## src/rtl/dgain_pkg.sv

```systemverilog
package dgain_pkg;

    typedef enum logic [1:0] {
        ZONE_QUIET = 2'd0,
        ZONE_HOLD  = 2'd1,
        ZONE_LOUD  = 2'd2
    } zone_e;

endpackage

```

## src/rtl/dgain_mult.sv

```systemverilog
module dgain_mult #(
    parameter int IN_W = 24,
    parameter int GW   = 9
) (
    input  logic signed [IN_W-1:0]    din,
    input  logic        [GW-1:0]      gain,
    output logic signed [IN_W+GW:0]   prod
);

    logic signed [GW:0] gain_s;

    always_comb begin
        gain_s = $signed({1'b0, gain});
        prod   = din * gain_s;
    end

endmodule

```

## src/rtl/dgain_window.sv

```systemverilog
module dgain_window #(
    parameter int PROD_W = 34,
    parameter int OUT_W  = 16,
    parameter int SHIFT  = 14
) (
    input  logic signed [PROD_W-1:0] prod,
    output logic signed [OUT_W-1:0]  dout,
    output logic        [OUT_W:0]    mag
);

    localparam int HI_W = PROD_W - OUT_W + 1;

    logic signed [PROD_W-1:0] shifted;
    logic        [HI_W-1:0]   hi_bits;
    logic signed [OUT_W:0]    ext;
    logic signed [OUT_W:0]    neg;

    always_comb begin
        shifted = prod >>> SHIFT;
        hi_bits = shifted[PROD_W-1:OUT_W-1];
        if ((&hi_bits) || !(|hi_bits)) begin
            dout = shifted[OUT_W-1:0];
        end else if (shifted[PROD_W-1]) begin
            dout = {1'b1, {(OUT_W-1){1'b0}}};
        end else begin
            dout = {1'b0, {(OUT_W-1){1'b1}}};
        end
        ext = {dout[OUT_W-1], dout};
        neg = -ext;
        mag = ext[OUT_W] ? neg : ext;
    end

endmodule

```

## src/rtl/dgain_ctrl.sv

```systemverilog
module dgain_ctrl
    import dgain_pkg::*;
#(
    parameter int GW     = 9,
    parameter int PRE_W  = 16,
    parameter int LVL_W  = 17,
    parameter int UNITY  = 64,
    parameter int GMAX   = 256,
    parameter int STEP   = 8,
    parameter int LVL_HI = 16384,
    parameter int LVL_LO = 8192
) (
    input  logic [GW-1:0]    gain,
    input  logic [PRE_W-1:0] pre_mag,
    input  logic [LVL_W-1:0] out_mag,
    output logic [GW-1:0]    gain_nxt,
    output logic             handoff_nxt
);

    localparam logic [GW:0]      UNITY_C = (GW+1)'(UNITY);
    localparam logic [GW:0]      GMAX_C  = (GW+1)'(GMAX);
    localparam logic [GW:0]      STEP_C  = (GW+1)'(STEP);
    localparam logic [LVL_W-1:0] HI_C    = LVL_W'(LVL_HI);
    localparam logic [LVL_W-1:0] LO_C    = LVL_W'(LVL_LO);

    logic [LVL_W-1:0] pre_ext;
    logic [LVL_W-1:0] level;
    logic [GW:0]      g_ext;
    logic [GW:0]      g_up;
    zone_e            zone;

    always_comb begin
        pre_ext = LVL_W'(pre_mag);
        level   = (pre_ext > out_mag) ? pre_ext : out_mag;
        if (level > HI_C) begin
            zone = ZONE_LOUD;
        end else if (level < LO_C) begin
            zone = ZONE_QUIET;
        end else begin
            zone = ZONE_HOLD;
        end

        g_ext       = {1'b0, gain};
        g_up        = g_ext + STEP_C;
        gain_nxt    = gain;
        handoff_nxt = 1'b0;
        unique case (zone)
            ZONE_LOUD: begin
                if (g_ext <= UNITY_C) begin
                    gain_nxt    = UNITY_C[GW-1:0];
                    handoff_nxt = 1'b1;
                end else if (g_ext <= UNITY_C + STEP_C) begin
                    gain_nxt = UNITY_C[GW-1:0];
                end else begin
                    gain_nxt = gain - STEP_C[GW-1:0];
                end
            end
            ZONE_QUIET: begin
                gain_nxt = (g_up >= GMAX_C) ? GMAX_C[GW-1:0] : g_up[GW-1:0];
            end
            default: gain_nxt = gain;
        endcase
    end

endmodule

```

## src/rtl/dgain_stage.sv

```systemverilog
module dgain_stage #(
    parameter int IN_W   = 24,
    parameter int OUT_W  = 16,
    parameter int PRE_W  = 16,
    parameter int FRAC   = 6,
    parameter int STEP   = 8,
    parameter int LVL_HI = 16384,
    parameter int LVL_LO = 8192
) (
    input  logic                    clk,
    input  logic                    rst_n,
    input  logic                    in_valid,
    input  logic signed [IN_W-1:0]  in_data,
    input  logic [PRE_W-1:0]        in_pre_mag,
    output logic                    out_valid,
    output logic signed [OUT_W-1:0] out_data,
    output logic [FRAC+2:0]         gain_code,
    output logic                    handoff
);

    localparam int GW     = FRAC + 3;
    localparam int PROD_W = IN_W + GW + 1;
    localparam int SHIFT  = (IN_W - OUT_W) + FRAC;
    localparam int LVL_W  = OUT_W + 1;
    localparam int UNITY  = 1 << FRAC;
    localparam int GMAX   = 4 << FRAC;

    typedef struct packed {
        logic                     s1_vld;
        logic signed [PROD_W-1:0] s1_prod;
        logic [PRE_W-1:0]         s1_pre;
        logic                     o_vld;
        logic signed [OUT_W-1:0]  o_data;
        logic [GW-1:0]            gain;
        logic                     handoff;
    } st_t;

    st_t st_d, st_q;

    logic signed [PROD_W-1:0] prod;
    logic signed [OUT_W-1:0]  win_out;
    logic [LVL_W-1:0]         win_mag;
    logic [GW-1:0]            gain_nxt;
    logic                     handoff_nxt;

    dgain_mult #(.IN_W(IN_W), .GW(GW)) u_mult (
        .din  (in_data),
        .gain (st_q.gain),
        .prod (prod)
    );

    dgain_window #(.PROD_W(PROD_W), .OUT_W(OUT_W), .SHIFT(SHIFT)) u_window (
        .prod (st_q.s1_prod),
        .dout (win_out),
        .mag  (win_mag)
    );

    dgain_ctrl #(
        .GW(GW), .PRE_W(PRE_W), .LVL_W(LVL_W), .UNITY(UNITY), .GMAX(GMAX),
        .STEP(STEP), .LVL_HI(LVL_HI), .LVL_LO(LVL_LO)
    ) u_ctrl (
        .gain        (st_q.gain),
        .pre_mag     (st_q.s1_pre),
        .out_mag     (win_mag),
        .gain_nxt    (gain_nxt),
        .handoff_nxt (handoff_nxt)
    );

    always_comb begin
        st_d        = st_q;
        st_d.s1_vld = in_valid;
        if (in_valid) begin
            st_d.s1_prod = prod;
            st_d.s1_pre  = in_pre_mag;
        end
        st_d.o_vld = st_q.s1_vld;
        if (st_q.s1_vld) begin
            st_d.o_data  = win_out;
            st_d.gain    = gain_nxt;
            st_d.handoff = handoff_nxt;
        end
    end

    always_ff @(posedge clk) begin
        if (!rst_n) begin
            st_q         <= '0;
            st_q.gain    <= GW'(GMAX);
        end else begin
            st_q <= st_d;
        end
    end

    assign out_valid = st_q.o_vld;
    assign out_data  = st_q.o_data;
    assign gain_code = st_q.gain;
    assign handoff   = st_q.handoff;

endmodule

```

## config.mk

```make
export PLATFORM = sky130hd
export DESIGN_NAME = dgain_stage
export DESIGN_NICKNAME = d
export VERILOG_FILES = /design/src/rtl/dgain_pkg.sv /design/src/rtl/dgain_mult.sv /design/src/rtl/dgain_window.sv /design/src/rtl/dgain_ctrl.sv /design/src/rtl/dgain_stage.sv
export SDC_FILE = /design/constraint.sdc
export NUM_CORES = 1
export LEC_CHECK = 0
export BUFFER_PORTS_ARGS = -buffer_cell sky130_fd_sc_hd__buf_2
export CELL_PAD_IN_SITES_DETAIL_PLACEMENT = 0
export CELL_PAD_IN_SITES_GLOBAL_PLACEMENT = 1
export CORE_MARGIN = 4
export CORE_UTILIZATION = 49
export CTS_BUF_LIST = sky130_fd_sc_hd__clkbuf_4
export DETAILED_ROUTE_END_ITERATION = 16
export PLACE_DENSITY = 0.95
export SYNTH_ARGS = -nofsm -noshare
export SYNTH_HDL_FRONTEND = slang
export SYNTH_SLANG_ARGS = --single-unit
```

## constraint.sdc

```tcl
create_clock -name clk -period 6.31 [get_ports clk]
set_input_delay 0.3155 -clock clk [delete_from_list [all_inputs] [get_ports clk]]
set_output_delay 0.3155 -clock clk [all_outputs]
set_load 0.01 [all_outputs]
```

Yosys cells after proc, flatten, opt, wreduce, memory -nomap -nowiden
Cells that the tools add are included.
Storage, ports and cells
  bits in registers: 78
  bits in latches: 0
  bits in writable memories: 0
  memory bits (read-only): 0
  input bits: 43
  output and inout bits: 27
  logic and storage cells: 37
  memories kept: 0
Operators by class
  $add $sub $neg: 3
  multipliers: 1
  div/mod/pow operators: 0
  order comparisons: 6
  eq/ne operators: 1
  shifts and indexed selects: 0
  muxes and demuxes: 12
  bitwise logic cells: 0
  reduce and logical (&&, ||, !) cells: 7
Operator list (count)
  multiplier 24 x 10 -> 34 bit: 1
  two-way mux 17 bit: 2
  two-way mux 16 bit: 2
  two-way mux 9 bit: 3
  less-or-equal comparator 9 x 7 -> 1 bit, second input constant: 2
  case mux 9 bit (2 select lines): 1
  > comparator 16 x 17 -> 1 bit: 1
  > comparator 17 x 15 -> 1 bit, second input constant: 1
  less-than comparator 17 x 14 -> 1 bit, second input constant: 1
  negation 16 -> 17 bit: 1
  adder 9 x 4 -> 10 bit, second input constant: 1
  greater-or-equal comparator 10 x 9 -> 1 bit, second input constant: 1
  subtractor 9 x 4 -> 9 bit, second input constant: 1
  AND reduction 5 bit: 1
  OR reduction 5 bit: 1
  two-way mux 1 bit: 3
  == test 2 bit, second input constant: 1
  zero test 2 bit: 1
  two-way mux 2 bit: 1
  AND reduction 2 bit: 1
  nonzero test 2 bit: 1
  zero test 1 bit: 1
  logical OR 1 bit: 1

Logic depth before layout (Yosys ltp)
  depth after elaboration: 14
  gate-level depth with buffers: 23
  depth with buffers taken out: 20

Hierarchy
A second synthesis with hierarchy kept.
Unflattened totals
  cell total of the unflattened synthesis: 1462
  area, all modules: 12708.4 µm²
By module, submodules not included
  dgain_mult: instances 1, cells an instance 891, area each 7676.1 µm², seq. area each 0.0 µm²
  dgain_stage: instances 1, cells an instance 274, area each 3169.3 µm², seq. area each 1561.5 µm²
  dgain_ctrl: instances 1, cells an instance 141, area each 1001.0 µm², seq. area each 0.0 µm²
  dgain_window: instances 1, cells an instance 156, area each 862.1 µm², seq. area each 0.0 µm²

Least setup slack after synthesis
No wires, ideal clock.
  path type: register to register
  start: register, netlist name gain_code[5]
  end: register st_q[68] in the netlist's numbering
  library setup time: 144 ps
  arrival: 5317 ps
  path slack: 849 ps
  cell stages (with the launch flop): 21
  path buffers: 2
  path through: dfxtp_1 > clkbuf_1 > clkbuf_1 > and2_1 > fa_1 > fa_1 > inv_1 > fa_1 > fa_1 > inv_1 > ha_1 > ha_1 > a211oi_1 > o211ai_1 > a31oi_1 > o221ai_1 > a2111oi_0 > o21bai_1 > o31ai_1 > xor2_1 > o22ai_1
Between the ends
  cells in the longest elaborated chain, start to end: 1
RTL lines
  multiplier 24 x 10 -> 34 bit: RTL line dgain_mult.sv:14  | prod = din * gain_s;
  end signal, assigned: RTL line dgain_stage.sv:89  | st_q <= st_d;
  end, declared: RTL line dgain_stage.sv:38  | st_t st_d, st_q;
Every way passes these cells.
A chain may end at the register's enable or synchronous reset.

Worst setup path in the final report
  start: register, netlist name gain_code[6]
  end: register st_q[74] in the netlist's numbering
Between the ends
  cells in the longest elaborated chain, start to end: 1
RTL lines (RTL line)
  multiplier 24 x 10 -> 34 bit: dgain_mult.sv:14
Every way passes these cells.

==> results.cfg <==
[floorplan]
core_area_mm2 = 0.0203
fp.dieH_um = 152
io_pins = 70
rows = 52
start_util = 0.500
dieWidth_um = 152
dieArea_mm2 = 0.0231

[global_route]
grt_pass1_wl_um = 40900
grt_usage = 0.209
gr-total-overflow = 0
grt_max_degree = 40
grt_pass1_vias = 8556
antenna_found_initial = 0

[sta]
maxSlewViolCount = 0
post-route-period-util = 0.931
fmax_ghz = 0.170
fin_setup_tns_ns = 0
worst_slew_pin_slew_ns = 1.03
skew_ns = 0.0137
fin_crit_ns = 5.87
hold_viol_final = 0
rsz0062_at_grt = false
fin_ws_ns = 0.437
relSlewSlack = 0.308
setup_violations = 0

[clocking]
numCtsBuffers = 9
cts_setup_buffers = 0
cts_buffer_depth = 2
clock_latency_ns = 0.42
hold_buffers = 0
cts_tree = yes
clk_pin_slew_ns = 0.10
cts_resized = 0
root_buffer = clkbuf_4
numClockSinks = 61
cts_max_level = 3

[route]
antenna_left = 0
wl_per_cell_um = 15.7
vias = 8247
route.detailed.vias_per_inst = 5.46
drt_iter0_markers = 340
dr.pass1.iters = 5
drc = 0
routed_wl_um = 23700

[logic_synthesis]
synth_cells = 1192
synth.area.top_cells = fa_1 24%, ha_1 14%, dfxtp_1 12%, and2_1 7.8%, inv_1 6.7%
synth_top_area_cell = fa_1
synth-async-reset-ratio = 0
mappedNetlistArea_mm2 = 0.0101
yosysSeqAreaShare = 0.120
synth_cell_type_count = 80
synth_edf_count = 0
synth_flop_cell = dfxtp_1
synth_area_per_cell_um2 = 8.51
synth_top_area_frac = 0.245
ys_warn_count = 0
synth.ff_latch_count = 61

[cells_and_area]
final_cell_mix = 180 x inv_1, 127 x and2_1, 124 x fa_1, 117 x ha_1, 78 x nor2_1
nNetsFinal = 1521
drive_gt1_frac = 0.0870
final_core_util = 0.531
fin_cells = 1511
area_delta_synth_final_pct = 6.26
diodes = 0
layout_commonest_cell = inv_1

[critical_path]
max_stage_delay_ns = 0.56
critPathBufInv = 3
critPathTopFamily = adder cells
worst_setup_path_end_kind = flip-flop
critical_path.max_fanout = 22
cp.arrival_ns = 6.18
cp_common_cell = fa_1
worstSetupPathType = reg2reg
start_kind = flip-flop
cp_data_required_time_ns = 6.61
worst_path_max_delay_cell = dfxtp_1
worstPathCellList = buf_4 > and2_1 > fa_1 > fa_1 > inv_1 > fa_1 > inv_1 > fa_1 > ha_1 > ha_1 > nand4_1 > or2_2 > nor2_1 > a2111oi_0 > a211oi_1 > a211oi_1 > o21ai_0 > o31a_1 > nand3_1

[placement]
io_buffers = 66
gp_congestion = 0.878
pre_cts_slack_ns = 0.340
post-place-cells = 1496
dp_hpwl_um = 19200

[status]
status = completed

[run]
max-cap-violations = 0

[worst_hold_path]
hp-class = in2reg
==> layout make-up <==
class / count / area (um2)
repair buffers: 77 / 413
inverters: 182 / 683
multi-input cells: 906 / 7970
well taps: 270 / 338
clock inverters: 5 / 76.3
fillers: 1965 / 9520
clock buffers: 10 / 75.1
flip-flops and latches: 61 / 1220
==> registers in the layout (all words and copies together) (netlist names) <==
| name | count |
|---|---|
| gain_code | 6 |
| handoff | 1 |
| out_data | 16 |
| out_valid | 1 |
| st_d | 1 |
| st_q | 36 |
==> stage by stage <==
| stage | hold WS (ns) | instance area [um2] |
|---|---|---|
| finish | 0.127 | 10800 |
| global route | 0.107 | 10800 |
| CTS | 0.110 | 10800 |
| detailed placement | 0.475 | 10600 |
| global placement | 0.470 | 10600 |
| floorplan | 0.460 | 10300 |
==> worst min-delay path, stage by stage <==
cell	delay [ns]
buf_2	0.07
mux2i_1	0.05
nor2_1	0.07
==> worst paths after layout <==
kind | slack [ns] | startpoint | endpoint | cells after the start
max | 0.44 | gain_code[6] | st_q[74] | 19
max reg2reg | 0.44 | gain_code[6] | st_q[74] | 19
min reg2reg | 0.48 | handoff | handoff | 2
min | 0.13 | in_pre_mag[12] | st_q[39] | 3
==> cells by family (layout without fill, tap and decap cells) <==
logic type / count (synthesis) / in the layout / share of synthesized area
other: 2 / 35 / 0.000741
xor gates and xnor gates: 25 / 25 / 0.0216
DFF: 61 / 61 / 0.120
muxes: 32 / 32 / 0.0317
adders and majority gates: 241 / 241 / 0.389
AOI/OAI and AO/OA: 201 / 201 / 0.131
buffers and inverters: 258 / 274 / 0.106
and+or+nand+nor: 372 / 372 / 0.200
==> Yosys cell counts (all sizes together), types with 8 or more instances <==
cell	count
nor3	19
ha	117
mux2i	31
a211oi	15
o211ai	8
or3	8
xnor2	18
clkbuf	39
inv	182
nor2	79
fa	124
o21ai	47
a21o	11
nand2	52
nand4	15
buf	37
and2	127
dfxtp	61
a21oi	52
nand3	30
o31ai	8
==> layer usage <==
metal  GRT usage  wire length [um]  part of all wire
met1       0.261             10100              0.43
met2       0.385             12500              0.53
met3      0.0236               757             0.032
met4      0.0501               385             0.016
met5           0                 0                 0
Power is left out: the tool's default activity adds up to more than one toggle a clock period on the data nets, which glitch-free logic cannot reach.
